==> src/rtl/tgs_pkg.sv <==
// Shared types and frame-field positions for the transmit time gate.
// Assumes 32-bit queue words; header bit positions are fixed by the frame.
package tgs_pkg;

    typedef enum logic [2:0] {
        ST_HDR   = 3'd0,
        ST_STAMP = 3'd1,
        ST_WAIT  = 3'd2,
        ST_SEND  = 3'd3,
        ST_SKIP  = 3'd4
    } st_e;

    localparam int SOB_BIT  = 28;
    localparam int EOB_BIT  = 27;
    localparam int FLG_DROP = 0;
    localparam int FLG_URUN = 1;
    localparam int NFLAG    = 2;

endpackage

==> src/rtl/tgs_timebase.sv <==
// Free-running sample-time counter. It advances once per sample enable
// and wraps modulo 2^TW. Assumes smp_en is synchronous to clk.
module tgs_timebase #(
    parameter int TW = 32
) (
    input  logic          clk,
    input  logic          rst_n,
    input  logic          smp_en,
    output logic [TW-1:0] now
);

    // count sample slots
    always_ff @(posedge clk) begin
        if (!rst_n)
            now <= '0;
        else if (smp_en)
            now <= now + 1'b1;
    end

endmodule

==> src/rtl/tgs_late_cmp.sv <==
// Classifies a timestamp word. The all-ones code means send at once.
// Otherwise the packet is late when the next usable slot time lies
// past the stamp, using a signed wraparound-safe difference.
module tgs_late_cmp #(
    parameter int TW = 32
) (
    input  logic [TW-1:0] now,
    input  logic          smp_en,
    input  logic [TW-1:0] stamp,
    output logic          immed,
    output logic          late
);

    logic [TW-1:0] next_slot;
    logic [TW-1:0] diff;

    // signed slot difference; slot now is consumed this cycle if smp_en
    always_comb begin
        next_slot = now + TW'(smp_en);
        diff      = next_slot - stamp;
        immed     = &stamp;
        late      = !diff[TW-1] && (diff != '0);
    end

endmodule

==> src/rtl/tgs_flag.sv <==
// One status bit: registered pulse plus sticky flag. A new event wins
// over a clear arriving in the same cycle.
module tgs_flag (
    input  logic clk,
    input  logic rst_n,
    input  logic evt,
    input  logic clr,
    output logic pulse,
    output logic flag
);

    // pulse follows the event by one edge; flag accumulates it
    always_ff @(posedge clk) begin
        if (!rst_n) begin
            pulse <= 1'b0;
            flag  <= 1'b0;
        end else begin
            pulse <= evt;
            flag  <= evt | (flag & ~clr);
        end
    end

endmodule

==> src/rtl/tgs_ctrl.sv <==
// Packet sequencer. It reads the header and the timestamp, waits for the
// slot, sends the payload one word per sample slot, then skips the padding.
// Late packets are skipped whole. It also tracks the open-burst state and
// raises the drop and underrun events. Assumes fixed-size frames.
module tgs_ctrl
    import tgs_pkg::*;
#(
    parameter int TW        = 32,
    parameter int PKT_BYTES = 512,
    parameter int LEN_W     = 9
) (
    input  logic          clk,
    input  logic          rst_n,
    input  logic          smp_en,
    input  logic [TW-1:0] q_data,
    input  logic          q_valid,
    input  logic [TW-1:0] now,
    input  logic          stamp_immed,
    input  logic          stamp_late,
    output logic          q_ready,
    output logic [TW-1:0] dac_data,
    output logic          dac_valid,
    output logic          drop_evt,
    output logic          urun_evt
);

    localparam int WORD_BYTES = TW / 8;
    localparam int SHIFT      = $clog2(WORD_BYTES);
    localparam int PKT_WORDS  = PKT_BYTES / WORD_BYTES;
    localparam int BODY_WORDS = PKT_WORDS - 2;
    localparam int IDX_W      = $clog2(BODY_WORDS + 1);

    st_e              st_q;
    logic [IDX_W-1:0] idx_q;
    logic [IDX_W-1:0] pay_q;
    logic [IDX_W-1:0] pay_next;
    logic [TW-1:0]    ts_q;
    logic             sob_q;
    logic             eob_q;
    logic             in_burst_q;
    logic             slot_hit;
    logic             sending;
    logic             words_left;
    logic             emit;
    logic             take;
    logic [LEN_W-1:0] len_words;

    // payload word count from the header length, capped at the body size
    always_comb begin
        len_words = q_data[LEN_W-1:0] >> SHIFT;
        if (len_words > LEN_W'(BODY_WORDS))
            pay_next = IDX_W'(BODY_WORDS);
        else
            pay_next = IDX_W'(len_words);
    end

    // slot match, send window and word emission for this cycle
    always_comb begin
        slot_hit   = (st_q == ST_WAIT) && (now == ts_q);
        sending    = (st_q == ST_SEND) || slot_hit;
        words_left = idx_q < pay_q;
        emit       = sending && words_left && smp_en && q_valid;
    end

    // queue handshake: free in header, stamp and skip; slot-paced in send
    always_comb begin
        case (st_q)
            ST_HDR, ST_STAMP, ST_SKIP: q_ready = 1'b1;
            ST_WAIT, ST_SEND:          q_ready = sending && words_left && smp_en;
            default:                   q_ready = 1'b0;
        endcase
        take = q_valid && q_ready;
    end

    // status events for the flag units
    always_comb begin
        drop_evt = (st_q == ST_STAMP) && take && !stamp_immed && stamp_late;
        urun_evt = smp_en && !emit &&
                   ((sending && words_left) || (in_burst_q && st_q != ST_WAIT));
    end

    // packet sequencing, word index and burst tracking
    always_ff @(posedge clk) begin
        if (!rst_n) begin
            st_q       <= ST_HDR;
            idx_q      <= '0;
            pay_q      <= '0;
            ts_q       <= '0;
            sob_q      <= 1'b0;
            eob_q      <= 1'b0;
            in_burst_q <= 1'b0;
        end else begin
            case (st_q)
                ST_HDR: begin
                    if (take) begin
                        sob_q <= q_data[SOB_BIT];
                        eob_q <= q_data[EOB_BIT];
                        pay_q <= pay_next;
                        st_q  <= ST_STAMP;
                    end
                end
                ST_STAMP: begin
                    if (take) begin
                        ts_q  <= q_data;
                        idx_q <= '0;
                        if (stamp_immed) begin
                            st_q <= ST_SEND;
                            if (sob_q)
                                in_burst_q <= 1'b1;
                        end else if (stamp_late) begin
                            st_q <= ST_SKIP;
                            if (eob_q)
                                in_burst_q <= 1'b0;
                        end else begin
                            st_q <= ST_WAIT;
                        end
                    end
                end
                ST_WAIT: begin
                    if (slot_hit) begin
                        st_q <= ST_SEND;
                        if (sob_q)
                            in_burst_q <= 1'b1;
                        if (emit)
                            idx_q <= idx_q + 1'b1;
                    end
                end
                ST_SEND: begin
                    if (emit) begin
                        idx_q <= idx_q + 1'b1;
                    end else if (!words_left) begin
                        st_q <= (idx_q == IDX_W'(BODY_WORDS)) ? ST_HDR : ST_SKIP;
                        if (eob_q)
                            in_burst_q <= 1'b0;
                    end
                end
                ST_SKIP: begin
                    if (take) begin
                        idx_q <= idx_q + 1'b1;
                        if (idx_q == IDX_W'(BODY_WORDS - 1))
                            st_q <= ST_HDR;
                    end
                end
                default: st_q <= ST_HDR;
            endcase
        end
    end

    // converter port: sample on an emitting slot, zero on an empty slot
    always_ff @(posedge clk) begin
        if (!rst_n) begin
            dac_data  <= '0;
            dac_valid <= 1'b0;
        end else if (smp_en) begin
            dac_valid <= emit;
            dac_data  <= emit ? q_data : '0;
        end else begin
            dac_valid <= 1'b0;
        end
    end

endmodule

==> src/rtl/tx_time_gate.sv <==
// Top of the timestamp-gated transmit scheduler. Joins the time base,
// the stamp classifier, the packet sequencer and the two status flags.
// Assumes the queue offers whole fixed-size frames, header word first.
module tx_time_gate
    import tgs_pkg::*;
#(
    parameter int TW        = 32,
    parameter int PKT_BYTES = 512,
    parameter int LEN_W     = 9
) (
    input  logic          clk,
    input  logic          rst_n,
    input  logic          smp_en,
    input  logic [TW-1:0] q_data,
    input  logic          q_valid,
    output logic          q_ready,
    output logic [TW-1:0] dac_data,
    output logic          dac_valid,
    output logic [TW-1:0] now_time,
    output logic          drop_pulse,
    output logic          urun_pulse,
    output logic          drop_flag,
    output logic          urun_flag,
    input  logic          flag_clr
);

    logic             stamp_immed;
    logic             stamp_late;
    logic             drop_evt;
    logic             urun_evt;
    logic [NFLAG-1:0] evt_v;
    logic [NFLAG-1:0] pls_v;
    logic [NFLAG-1:0] flg_v;

    tgs_timebase #(.TW(TW)) u_time (
        .clk    (clk),
        .rst_n  (rst_n),
        .smp_en (smp_en),
        .now    (now_time)
    );

    tgs_late_cmp #(.TW(TW)) u_cmp (
        .now    (now_time),
        .smp_en (smp_en),
        .stamp  (q_data),
        .immed  (stamp_immed),
        .late   (stamp_late)
    );

    tgs_ctrl #(.TW(TW), .PKT_BYTES(PKT_BYTES), .LEN_W(LEN_W)) u_ctrl (
        .clk         (clk),
        .rst_n       (rst_n),
        .smp_en      (smp_en),
        .q_data      (q_data),
        .q_valid     (q_valid),
        .now         (now_time),
        .stamp_immed (stamp_immed),
        .stamp_late  (stamp_late),
        .q_ready     (q_ready),
        .dac_data    (dac_data),
        .dac_valid   (dac_valid),
        .drop_evt    (drop_evt),
        .urun_evt    (urun_evt)
    );

    // route events into the flag units by index
    always_comb begin
        evt_v           = '0;
        evt_v[FLG_DROP] = drop_evt;
        evt_v[FLG_URUN] = urun_evt;
    end

    for (genvar g = 0; g < NFLAG; g++) begin : g_flag
        tgs_flag u_flag (
            .clk   (clk),
            .rst_n (rst_n),
            .evt   (evt_v[g]),
            .clr   (flag_clr),
            .pulse (pls_v[g]),
            .flag  (flg_v[g])
        );
    end

    assign drop_pulse = pls_v[FLG_DROP];
    assign urun_pulse = pls_v[FLG_URUN];
    assign drop_flag  = flg_v[FLG_DROP];
    assign urun_flag  = flg_v[FLG_URUN];

endmodule

==> config.mk <==
export PLATFORM = sky130hd
export DESIGN_NAME = tx_time_gate
export DESIGN_NICKNAME = d
export VERILOG_FILES = /design/src/rtl/tgs_pkg.sv /design/src/rtl/tgs_timebase.sv /design/src/rtl/tgs_late_cmp.sv /design/src/rtl/tgs_flag.sv /design/src/rtl/tgs_ctrl.sv /design/src/rtl/tx_time_gate.sv
export SDC_FILE = /design/constraint.sdc
export NUM_CORES = 1
export LEC_CHECK = 0
export ABC_AREA = 0
export CAP_MARGIN = 20
export CORE_ASPECT_RATIO = 1.4
export CORE_MARGIN = 1.5
export CORE_UTILIZATION = 25
export DETAILED_ROUTE_END_ITERATION = 10
export GPL_ROUTABILITY_DRIVEN = 0
export PLACE_DENSITY = 0.45
export SYNTH_ARGS = -nofsm -noshare
export SYNTH_HDL_FRONTEND = slang
export SYNTH_SLANG_ARGS = --single-unit
==> constraint.sdc <==
create_clock -name clk -period 4.83 [get_ports clk]
set_input_delay 0.483 -clock clk [delete_from_list [all_inputs] [get_ports clk]]
set_output_delay 0.483 -clock clk [all_outputs]
set_load 0.03 [all_outputs]
==> metrics.txt <==
CP Class input pin to register; CP delay by family, top simple AND/OR/NAND/NOR gates; H-tree levels 4; Hold Fails Final Rpt 0; detailed-route vias per instance approximately 5.1; crit end category register; CORE AREA approximately 33,000 um^2; fin crit period 4.23 ns; I/O Buffers 106; commonest non-fill, non-tap cell in the layout nand2_1; Ys Warns 0; CP bufs+invs 2; vias in the first global route roughly 7,700; CP max stage delay around 0.63 ns; fmax 236 MHz; cells along the critical path clkdlybuf4s50_1 > inv_1 > ha_1 > ha_1 > nand2_1 > nor4_1 > o2111ai_1 > a31oi_2 > mux2i_1 > a21bo_1 > nor4_1 > and2_4 > o311a_1; crit path max fanout 12; WP data arrival about 4.6 ns; pwr/cell area ~290 nW/um^2; number of cells on the critical path 13; Synth cell types 87; largest net degree at the start of global routing 50; Pre-antenna DRT Iters 6; startpoint type of the worst setup path input pin; grt ovf 0; share of layout cells above drive strength 1 8.20%; Post-Layout Cell Count 1,579; Die Height 219 um; area grow syn2layout 25.9%; Rel. slew slack 42.7%; Max-Cap Viols 0; number of diodes 0; top cells by area, synth dfxtp_1, ha_1, xnor2_1; cts hold-fix bufs 0; Worst Hold Class register to register; Setup Viol. Count Final 0; Mean Syn Cell Area 8.20 um^2; Crit-path slowest cell nor4_1; DRC violations left 0; Syn Std Cell Area 8360 um^2; Post-CTS Setup Bufs 0; R2R depth 11; Worst EP required between 5 and 6 ns; syn nets 1,129; CTS Sinks 121; RSZ-0062 raised after global routing false; Clock Skews 0.0165 ns; Synth area leader dfxtp_1; Leak 4.09 nW; Async SR Flop Fraction 0%; register area share after synthesis 29.0%; Vias about 8,000; # rows 79; die width 158 um; Detail Route Antenna Nets 0; Clk Latency, worst-skew pair 0.45 ns; DR WL/cell 19.2 um; initial core utilization 25.2%; placed cells 1,549; Yosys reg bits around 120; Final period util 87.6%; setup TNS 0 ns; first-pass GRT wire length between 40,000 and 50,000 um; top-area cell type share of the netlist area between 20 and 30%; Layout Nets 1,233; cells after synthesis 1,019; top_reg_cell synth dfxtp_1; Finished Cell Area 10,500 um^2; 1st-iter DRT viols 574; Peak VDD IR 0.266 mV; Worst Tran Pin Value 0.860 ns; drt total wl roughly 30,000 um; initial antenna violation count 0; status complete, no violations; Slew Viols, Final 0; clock buffer count from CTS 17; top-level port count 107; clock tree buffer depth 2; DP Area 9940 um^2; CTS resizes 0; total global-route track usage 17.9%; commonest cells after routing, fill and taps aside nand2_1, dfxtp_1, clkdlybuf4s50_1, ha_1, xnor2_1; CTS tree done; clk root buf clkbuf_16; DP Wirelength 24,000 um; die area between 30,000 and 40,000 um^2; clk slew on worst S/H paths around 0.06 ns; number of synthesized flops with an enable pin 0; fin util 31.8%; WHS Path Cells 2
[kinds of logic (layout without fill, tap and decap cells)]
kind of cell,after synthesis,count (layout),synth area share [%]
xor gates and xnor gates,77,77,8.07
buffers and inverters,112,227,5.82
muxes,8,8,0.988
AOI/OAI and AO/OA,251,251,22.5
adders and majority gates,73,73,11.0
and+or+nand+nor,377,377,22.6
DFF,121,121,29.0
[state kept, by name, indices dropped and copies added, names as in the netlist]
| signal | cells |
|---|---|
| u_ctrl.sob_q | 1 |
| u_ctrl.pay_q | 7 |
| u_ctrl.idx_q | 7 |
| u_ctrl.in_burst_q | 1 |
| u_ctrl.ts_q | 32 |
| u_ctrl.dac_data | 32 |
| g_flag.u_flag.flag | 2 |
| g_flag.u_flag.pulse | 2 |
| u_ctrl.eob_q | 1 |
| u_ctrl.dac_valid | 1 |
| u_ctrl.st_q | 3 |
| u_time.now | 32 |
[metal layers]
metal	part of all wire, %	track usage (%)	wire (um)	vias up
met1	42	21.5	12800	3839
met3	3.9	2.45	1200	49
met4	3.3	8.27	1010	0
met2	51	31.3	15400	231
li1	-	-	-	3875
met5	0	0	0	-
[per-stage QoR]
step / hold WS (ns) / total power [mW] / setup slack, ns
6_report: 0.465 / 3.01 / 0.597
4_1_cts: 0.469 / 3.05 / 0.693
5_1_grt: 0.490 / 3.16 / 0.401
2_1_floorplan: 0.440 / 1.53 / 1.27
3_5_place_dp: 0.459 / 1.75 / 0.229
3_3_place_gp: 0.456 / 1.75 / 0.176
[power by group]
part	switching, mW	internal (mW)
logic	0.362	0.236
clock network	0.481	0.805
registers	0.0667	1.06
total	0.910	2.10
[worst paths after layout]
check | end | slack [ns] | start
setup reg to reg | u_ctrl.st_q[1] | 0.76 | u_time.now[17]
setup / recovery | u_ctrl.st_q[1] | 0.60 | q_data[6]
hold reg to reg | u_ctrl.pay_q[1] | 0.47 | u_ctrl.pay_q[1]
hold / removal | u_ctrl.pay_q[1] | 0.47 | u_ctrl.pay_q[1]
[synth_stat cells, types with 9 or more instances]
cell,instances
nor4_1,14
a21o_1,11
o21ai_0,28
xor2_1,14
and2_1,31
and3_1,19
nor3_1,22
ha_1,72
dfxtp_1,121
clkbuf_1,32
a22o_1,32
nor2_1,46
nand4_1,34
a21boi_0,46
nand2_1,142
a21oi_1,36
o211ai_1,10
xnor2_1,63
inv_1,61
nand2b_1,9
nand3_1,24
[layout make-up]
| type | count | area, um^2 |
|---|---|---|
| Multi-Input combinational cell | 786 | 5450 |
| Sequential cell | 121 | 2420 |
| Fill cell | 3518 | 22600 |
| Timing Repair Buffer | 135 | 1270 |
| Inverter | 62 | 233 |
| Clock inverter | 7 | 92.6 |
| Clock buffer | 23 | 488 |
| Tap cell | 445 | 557 |
[tightest hold or removal path, cell delays in order (launching register included)]
cell and delay, ns:
dfxtp_1 0.30, nand2_1 0.05, a21boi_0 0.06
Note: power is estimated with default switching activity, not from simulation.
